[src/rtl/pdec_pkg.sv]
package pdec_pkg;
  parameter int DIGITS  = 18;
  parameter int NIB_W   = 4;
  parameter int ACC_W   = 64;
  parameter int OP_W    = 80;
  parameter int SIGN_POS = OP_W - 1;
  localparam int DIG_BITS = DIGITS * NIB_W;
  localparam int IDX_W    = $clog2(DIGITS);

  typedef struct packed {
    logic             load;    // capture operand, clear accumulator
    logic             step;    // acc = acc*10 + digit[idx]
    logic             commit;  // last step: publish result
    logic [IDX_W-1:0] idx;     // digit currently consumed
  } pdec_ctl_t;
endpackage

[src/rtl/pdec_ctrl.sv]
module pdec_ctrl
  import pdec_pkg::*;
(
  input  logic      clk,
  input  logic      rstN,
  input  logic      startReq,
  input  logic      slotBusy,
  output pdec_ctl_t ctl,
  output logic      busyOut,
  output logic      doneStb,
  output logic      ovfStb,
  output logic      c1ClrStb
);
  typedef enum logic {ST_IDLE, ST_RUN} state_t;

  state_t           state;
  logic [IDX_W-1:0] digIdx;
  logic             accept;

  assign accept     = (state == ST_IDLE) && startReq;
  assign busyOut    = (state == ST_RUN);
  assign ctl.load   = accept && !slotBusy;
  assign ctl.step   = (state == ST_RUN);
  assign ctl.commit = (state == ST_RUN) && (digIdx == '0);
  assign ctl.idx    = digIdx;

  always_ff @(posedge clk) begin
    if (!rstN) begin
      state    <= ST_IDLE;
      digIdx   <= '0;
      doneStb  <= 1'b0;
      ovfStb   <= 1'b0;
      c1ClrStb <= 1'b0;
    end else begin
      doneStb  <= 1'b0;
      ovfStb   <= 1'b0;
      c1ClrStb <= 1'b0;
      case (state)
        ST_IDLE: begin
          if (accept) begin
            c1ClrStb <= 1'b1;
            if (slotBusy) begin
              ovfStb <= 1'b1;
            end else begin
              state  <= ST_RUN;
              digIdx <= IDX_W'(DIGITS - 1);
            end
          end
        end
        ST_RUN: begin
          if (digIdx == '0) begin
            doneStb <= 1'b1;
            state   <= ST_IDLE;
          end else begin
            digIdx <= digIdx - 1'b1;
          end
        end
        default: state <= ST_IDLE;
      endcase
    end
  end
endmodule

[src/rtl/pdec_dpath.sv]
module pdec_dpath
  import pdec_pkg::*;
(
  input  logic            clk,
  input  logic            rstN,
  input  pdec_ctl_t       ctl,
  input  logic [OP_W-1:0] operandIn,
  output logic [ACC_W-1:0] magOut,
  output logic            negOut
);
  logic [DIG_BITS-1:0] digReg;
  logic                signReg;
  logic [ACC_W-1:0]    acc;
  logic [ACC_W-1:0]    accNext;
  logic [NIB_W-1:0]    digitArr [DIGITS];
  logic [NIB_W-1:0]    curDigit;

  for (genvar g = 0; g < DIGITS; g++) begin : g_unpack
    assign digitArr[g] = digReg[g*NIB_W +: NIB_W];
  end

  assign curDigit = digitArr[ctl.idx];
  // times ten as shift-and-add; raw nibble value added as is
  assign accNext  = (acc << 3) + (acc << 1) + ACC_W'(curDigit);

  always_ff @(posedge clk) begin
    if (!rstN) begin
      digReg  <= '0;
      signReg <= 1'b0;
      acc     <= '0;
      magOut  <= '0;
      negOut  <= 1'b0;
    end else begin
      if (ctl.load) begin
        digReg  <= operandIn[DIG_BITS-1:0];
        signReg <= operandIn[SIGN_POS];
        acc     <= '0;
      end else if (ctl.step) begin
        acc <= accNext;
      end
      if (ctl.commit) begin
        magOut <= accNext;
        negOut <= signReg;
      end
    end
  end
endmodule

[src/rtl/pdec_loader.sv]
module pdec_loader
  import pdec_pkg::*;
(
  input  logic             clk,
  input  logic             rstN,
  input  logic             startReq,
  input  logic [OP_W-1:0]  operandIn,
  input  logic             slotBusy,
  output logic [ACC_W-1:0] magOut,
  output logic             negOut,
  output logic             busyOut,
  output logic             doneStb,
  output logic             ovfStb,
  output logic             c1ClrStb
);
  pdec_ctl_t ctl;

  pdec_ctrl u_ctrl (
    .clk(clk), .rstN(rstN), .startReq(startReq), .slotBusy(slotBusy),
    .ctl(ctl), .busyOut(busyOut), .doneStb(doneStb), .ovfStb(ovfStb),
    .c1ClrStb(c1ClrStb)
  );

  pdec_dpath u_dpath (
    .clk(clk), .rstN(rstN), .ctl(ctl), .operandIn(operandIn),
    .magOut(magOut), .negOut(negOut)
  );
endmodule

[config.mk]
export PLATFORM = sky130hd
export DESIGN_NAME = pdec_loader
export DESIGN_NICKNAME = d
export VERILOG_FILES = /design/src/rtl/pdec_pkg.sv /design/src/rtl/pdec_ctrl.sv /design/src/rtl/pdec_dpath.sv /design/src/rtl/pdec_loader.sv
export SDC_FILE = /design/constraint.sdc
export NUM_CORES = 1
export LEC_CHECK = 0
export BUFFER_PORTS_ARGS = -buffer_cell sky130_fd_sc_hd__buf_2
export CELL_PAD_IN_SITES_DETAIL_PLACEMENT = 1
export CELL_PAD_IN_SITES_GLOBAL_PLACEMENT = 2
export CORE_AREA = 2 2 197 199
export DETAILED_ROUTE_END_ITERATION = 8
export DIE_AREA = 0 0 199 201
export GPL_ROUTABILITY_DRIVEN = 0
export PLACE_DENSITY_LB_ADDON = 0.1
export SLEW_MARGIN = 15
export SYNTH_ARGS = -nofsm -noshare
export SYNTH_HDL_FRONTEND = slang
export SYNTH_SLANG_ARGS = --single-unit
[constraint.sdc]
create_clock -name clk -period 8.9 [get_ports clk]
set_input_delay 1.335 -clock clk [delete_from_list [all_inputs] [get_ports clk]]
set_output_delay 1.335 -clock clk [all_outputs]
set_load 0.1 [all_outputs]
==> results of run 1 <==
==> metal layers <==
layer | track usage | vias up | wire length [um]
li1 | - | 5867 | -
met1 | 0.262 | 5604 | 18500
met2 | 0.379 | 172 | 20600
met3 | 0.0338 | 50 | 1670
met4 | 0.0469 | 0 | 849
met5 | 0 | - | 0
==> placed cells by master, fill, tap and decap left out, types with 21 or more instances in the layout <==
| cell type | Yosys | layout |
|---|---|---|
| nand3_1 | 63 | 62 |
| a21oi_1 | 145 | 145 |
| nor2_1 | 66 | 66 |
| a21o_1 | 27 | 27 |
| a21boi_0 | 21 | 21 |
| nand2_1 | 291 | 290 |
| inv_1 | 32 | 31 |
| nand4_1 | 35 | 35 |
| dfxtp_1 | 210 | 209 |
| mux2i_1 | 37 | 37 |
| clkbuf_16 | 0 | 26 |
| ha_1 | 124 | 124 |
| o21ai_0 | 84 | 84 |
| buf_2 | 23 | 144 |
| and2_1 | 45 | 44 |
| xnor2_1 | 31 | 31 |
==> state kept, by name (all words and copies together) (netlist names) <==
register and cells:
u_dpath.digReg 72, u_ctrl.doneStb 1, u_dpath.magOut 64, u_ctrl.busyOut 1, u_ctrl.digIdx 5, u_dpath.negOut 1
u_dpath.signReg 1, u_ctrl.c1ClrStb 1, u_dpath.acc 63, u_ctrl.ovfStb 1
==> metrics by stage <==
| step | total power [mW] | std cells | cell area (um2) | util | hold WS [ns] |
|---|---|---|---|---|---|
| floorplan | 1.15 | 1602 | 13100 | - | 0.433 |
| global placement | 1.23 | 2161 | 14100 | 0.370 | 0.440 |
| detailed placement | 1.23 | 2161 | 14100 | 0.370 | 0.447 |
| CTS | 2.30 | 2207 | 14900 | 0.392 | 0.455 |
| global route | 2.36 | 2207 | 14900 | 0.392 | 0.473 |
| finish | 2.26 | 2207 | 14900 | 0.392 | 0.453 |
==> critical path, cell delays in order (launching register included) <==
cell and delay, ns:
dfxtp_1 0.31, buf_4 0.40, mux4_2 0.61, mux4_2 0.47, a21oi_1 0.23, fa_1 0.50, fa_1 0.47, nand2b_1 0.20
a21oi_1 0.35, o41ai_4 0.16, o31ai_2 0.37, a211oi_2 0.22, a31oi_4 0.42, a21boi_1 0.23, or4_1 0.44, nand3_1 0.08
==> how the worst min path moves through the flow <==
stage	startpoint	endpoint	slack [ns]
floorplan	u_dpath.digReg[10]	u_dpath.digReg[10]	0.43
global placement	u_dpath.digReg[1]	u_dpath.digReg[1]	0.44
detailed placement	u_dpath.digReg[4]	u_dpath.digReg[4]	0.45
CTS	u_dpath.digReg[4]	u_dpath.digReg[4]	0.46
global route	u_dpath.digReg[33]	u_dpath.digReg[33]	0.47
finish	u_dpath.digReg[37]	u_dpath.digReg[37]	0.45
==> where the power goes <==
| part | switching [mW] | internal (mW) | leakage (nW) |
|---|---|---|---|
| combinational | 0.149 | 0.0702 | 4.23 |
| clock | 0.448 | 0.603 | 0.406 |
| sequential | 0.0195 | 0.964 | 1.70 |
| total | 0.617 | 1.64 | 6.34 |
==> synthesized netlist by cell type (21+ instances only) <==
cell type  instances  share of area
xnor2_1           31          0.021
a21boi_0          21          0.012
o21ai_0           84          0.032
nand4_1           35          0.017
and2_1            45          0.022
mux2i_1           37          0.028
nand2_1          291          0.083
a21oi_1          145          0.055
clkbuf_1          83          0.024
buf_2             23         0.0088
ha_1             124           0.12
inv_1             32         0.0092
nand3_1           63          0.024
a21o_1            27          0.015
dfxtp_1          210           0.32
nor2_1            66          0.019
==> area by class of cell <==
class,instances,area (um2)
fill,4579,23200
multi-input combinational,1244,8320
sequential,210,4210
timing repair buffer,156,811
clock buffer,36,728
tap,518,648
inverter,33,124
clock inverter,10,113
==> cell families after synthesis <==
logic type,share of synthesized area
compound gates,0.201
fa+ha+maj,0.122
xor+xnor,0.0328
mux,0.0636
buf+inv,0.0446
flops,0.321
simple gates,0.215
==> reports/results.ini, run 1 <==
[outcome]
status=finished clean

[global_route]
antenna_found_initial=1
grt_pass1_wl_mm=67.8
grt_pass1_vias=12508
grt_max_degree=83
grt_util_all_layers=0.211
grt_overflow_total=0

[die]
ios=153
die_height_um=201
die_w_um=199
core_area_um2=38100
row_count=72
die-area_um2=40000
start_util=0.344

[timing]
fmax_mhz=180
tightest_slew_ns=1.03
fin_tns_setup_ns=0
setup_ws_ns=3.35
final-max-slew-violation-count=0
finalSetupViolCount=0
max_slew_margin=0.299
fin_worst_skew_ns=0.0209
post-route-period-util=0.623
period_minus_slack_ns=5.55
finalHoldViolations=0
rsz0062_at_grt=false

[detailed_routing]
first_pass_iters=4
initialDrtViolationCount=408
drtAntennaViolNets=0
wl_per_cell_um=18.8
wl_mm=41.6
post_drt_via_cell_ratio=5.30
via_count=11693
drcViolationCount=0

[cts]
hold_buffers=0
cts.sinks=210
ctsHtreeMaxLevel=1
numCtsBuffers=26
cts_tree=yes
clock_latency_ns=0.57
path_clk_slew_ns=0.06
root_buffer=clkbuf_16
cts_resized=0
post_cts_buffers=0
clk_path_buf_depth=3

[logic_synthesis]
ys_warn_count=0
seq_area_frac_synth=0.321
avgSynthCellArea_um2=8.17
synth_top_flop_cell=dfxtp_1
synth_edf_count=0
syn_nets=1812
mappedNetlistArea_um2=13100
ys_types=74
ys_seq_elements=210
synthCells=1602
postSynth.asyncResetShare=0

[placement]
portBuffers=145
pre_cts_ws_ns=3.33
dp_hpwl_mm=30.3

[power_and_ir_drop]
vdd_drop_max_uv=192
power-per-cell-area_nw_per_um2=151
p_leak_nw=6.34

[worst_setup_path]
r2r_setup_slack_ns=3.35
r2r_start=u_ctrl.digIdx[0]
cp-end-kind=register
critPathLaunchType=register
setup.worst_path.class=register to register
critPathLaunch=u_ctrl.digIdx[0]
crit_end=u_dpath.magOut[54]
r2r-end=u_dpath.magOut[54]
crit_required_ns=9.40
arrival_ns=6.05
r2r_cells=15
crit_path_max_fanout=24

[run]
drv_cap=0

[finish]
final_layout_size_suffix_gt1_frac=0.147
fin_nets=1881
diodes=0
area.growth.synth_to_final_pct=14.2

[hold_path]
min_path_type=register to register
hold_depth=2

(Power assumes the default switching activity.)
==> run 2, diff against run 1 <==
ABC_AREA = 1   (was default)
CORE_AREA = 2 2 220 222   (was 2 2 197 199)
DIE_AREA = 0 0 222 224   (was 0 0 199 201)
clock period = 5.33 ns   (was 8.9 ns; I/O delays follow)
==> reports/results.ini, run 2 <==
[logic_synthesis]
synth_top_flop_cell=dfxtp_1
synthAdderAreaFrac=0.106
synthXorXnorAreaFrac=0.0170
ys_types=42
seq_area_frac_synth=0.281
synth_compound_area_frac=0.136
synth.most_common_cell=nand2_1
mappedNetlistArea_um2=15000
avgSynthCellArea_um2=6.21
synth_area_leaders=dfxtp_1 28%, nand2_1 16%, inv_1 11%
synthCells=2409
synth_top_family_by_area=simple AND/OR/NAND/NOR gates
ys_seq_elements=210
synth_edf_count=0
yosysTopAreaCell=dfxtp_1
synth_simple_gate_area_frac=0.318
ys_warn_count=0
synth_common_cells=636 x nand2_1, 450 x inv_1, 279 x nor2_1, 210 x dfxtp_1, 150 x o21ai_0
synth_top_area_share=0.281
synth_mux_area_frac=0
syn_nets=2619
postSynth.asyncResetShare=0

[power_and_ir_drop]
p_leak_nw=9.75
vdd_drop_max_uv=205
power-per-cell-area_nw_per_um2=279
p_total_mw=4.77

[cts]
post_cts_buffers=0
root_buffer=clkbuf_16
numCtsBuffers=27
clock_latency_ns=0.56
hold_buffers=0
cts_resized=0
cts.sinks=210
path_clk_slew_ns=0.06
cts_tree=yes
ctsHtreeMaxLevel=1
clk_path_buf_depth=3

[worst_setup_path]
cp-end-kind=register
r2r_setup_slack_ns=1.03
cpMaxStageDelayCell=inv_1
crit_path_max_fanout=17
setup.worst_path.class=register to register
crit_required_ns=5.78
critPathLaunchType=register
arrival_ns=4.75
cpLargestDelayFamily=simple AND/OR/NAND/NOR gates
max_stage_delay_ns=0.48
worst_path_most_repeated_cell=nand2_1
critPathBufInv=4

[global_route]
antenna_found_initial=0
grt_overflow_total=0
grt_max_degree=83
grt_pass1_vias=15197
grt_pass1_wl_mm=84.6
grt_util_all_layers=0.216

[die]
die_height_um=224
ios=153
die_w_um=222
row_count=80
die-area_um2=49700
core_area_um2=47300
start_util=0.316

[timing]
period_minus_slack_ns=4.30
finalSetupViolCount=0
rsz0062_at_grt=false
tightest_slew_ns=0.906
hold_slack_ns=0.454
max_slew_margin=0.396
finalHoldViolations=0
fin_worst_skew_ns=0.0169
fmax_mhz=233
fin_tns_setup_ns=0
post-route-period-util=0.807
final-max-slew-violation-count=0

[detailed_routing]
post_drt_via_cell_ratio=4.72
wl_per_cell_um=17.1
wl_mm=53.9
drtAntennaViolNets=0
first_pass_iters=4
initialDrtViolationCount=594
via_count=14875
drcViolationCount=0

[finish]
top_register=u_dpath.digReg
reg_top3=u_dpath.digReg x72, u_dpath.magOut x64, u_dpath.acc x63
mostFrequentLayoutCell=nand2_1
fill_cells=6249
largest_reg_flops=72
final_cell_mix=635 x nand2_1, 450 x inv_1, 278 x nor2_1
diodes=0
final_area_um2=17100
postLayoutCoreUtil=0.362
fin_nets=2727
area.growth.synth_to_final_pct=14.5
final_layout_size_suffix_gt1_frac=0.107

[run]
drv_cap=0

[hold_path]
min_path_type=register to register

[placement]
portBuffers=145
dp_hpwl_mm=42.7
dpl_cell_area_um2=16200

[outcome]
status=finished clean

[run 2: changes by cell type after synthesis, moves of 23 or more]
| cell | change |
|---|---|
| nand2_1 | +345 |
| and2_1 | -43 |
| o21ai_0 | +66 |
| nor2_1 | +213 |
| nand3_1 | +76 |
| inv_1 | +418 |
| clkbuf_1 | -43 |
| a21o_1 | -23 |
| xnor2_1 | -25 |
| mux2i_1 | -37 |
[run 2: path summary, 6_finish.rpt]
check                         start                end  cells after the start
setup / recovery   u_ctrl.digIdx[1]    u_dpath.acc[46]                     26
hold / removal    u_dpath.digReg[7]  u_dpath.digReg[7]                      2
setup reg to reg   u_ctrl.digIdx[1]    u_dpath.acc[46]                     26
hold reg to reg   u_dpath.digReg[7]  u_dpath.digReg[7]                      2
[run 2: per-stage QoR]
stage / instances / setup slack (ns)
4_1_cts: 3151 / 0.957
5_1_grt: 3151 / 0.662
3_5_place_dp: 3103 / 0.975
3_3_place_gp: 3103 / 1.09
2_1_floorplan: 2409 / 2.11
6_report: 3151 / 1.03
[run 2: cell type report]
class | count | area, um2 | share of cell area
inverter | 463 | 1740 | 0.102
multi-input combinational | 1660 | 8640 | 0.505
sequential | 210 | 4210 | 0.246
timing repair buffer | 155 | 803 | 0.0469
clock inverter | 7 | 141 | 0.00826
tap | 615 | 769 | 0.0449
clock buffer | 41 | 818 | 0.0478
[run 2: tightest hold or removal path, cell delays in order (launching register included)]
cell	delay, ns
dfxtp_1	0.29
inv_1	0.06
a21oi_1	0.05
[run 2: logic make-up (layout without fill, tap and decap cells)]
family,Yosys count,after routing
and+or+nand+nor,1139,1139
adders and majority gates,126,126
xor gates and xnor gates,29,29
buffers and inverters,539,666
DFF,210,210
AOI/OAI and AO/OA,366,366
[run 2: layer usage]
layer / routed length, um / track usage
met5: 0 / 0
met4: 1350 / 0.0593
met3: 1850 / 0.0277
met2: 24100 / 0.360
met1: 26600 / 0.294
[run 2: report_power, final]
part | internal [mW] | total (mW) | switching (mW)
combinational | 0.277 | 1.04 | 0.761
sequential | 1.68 | 1.75 | 0.0740
clock | 1.24 | 1.98 | 0.738
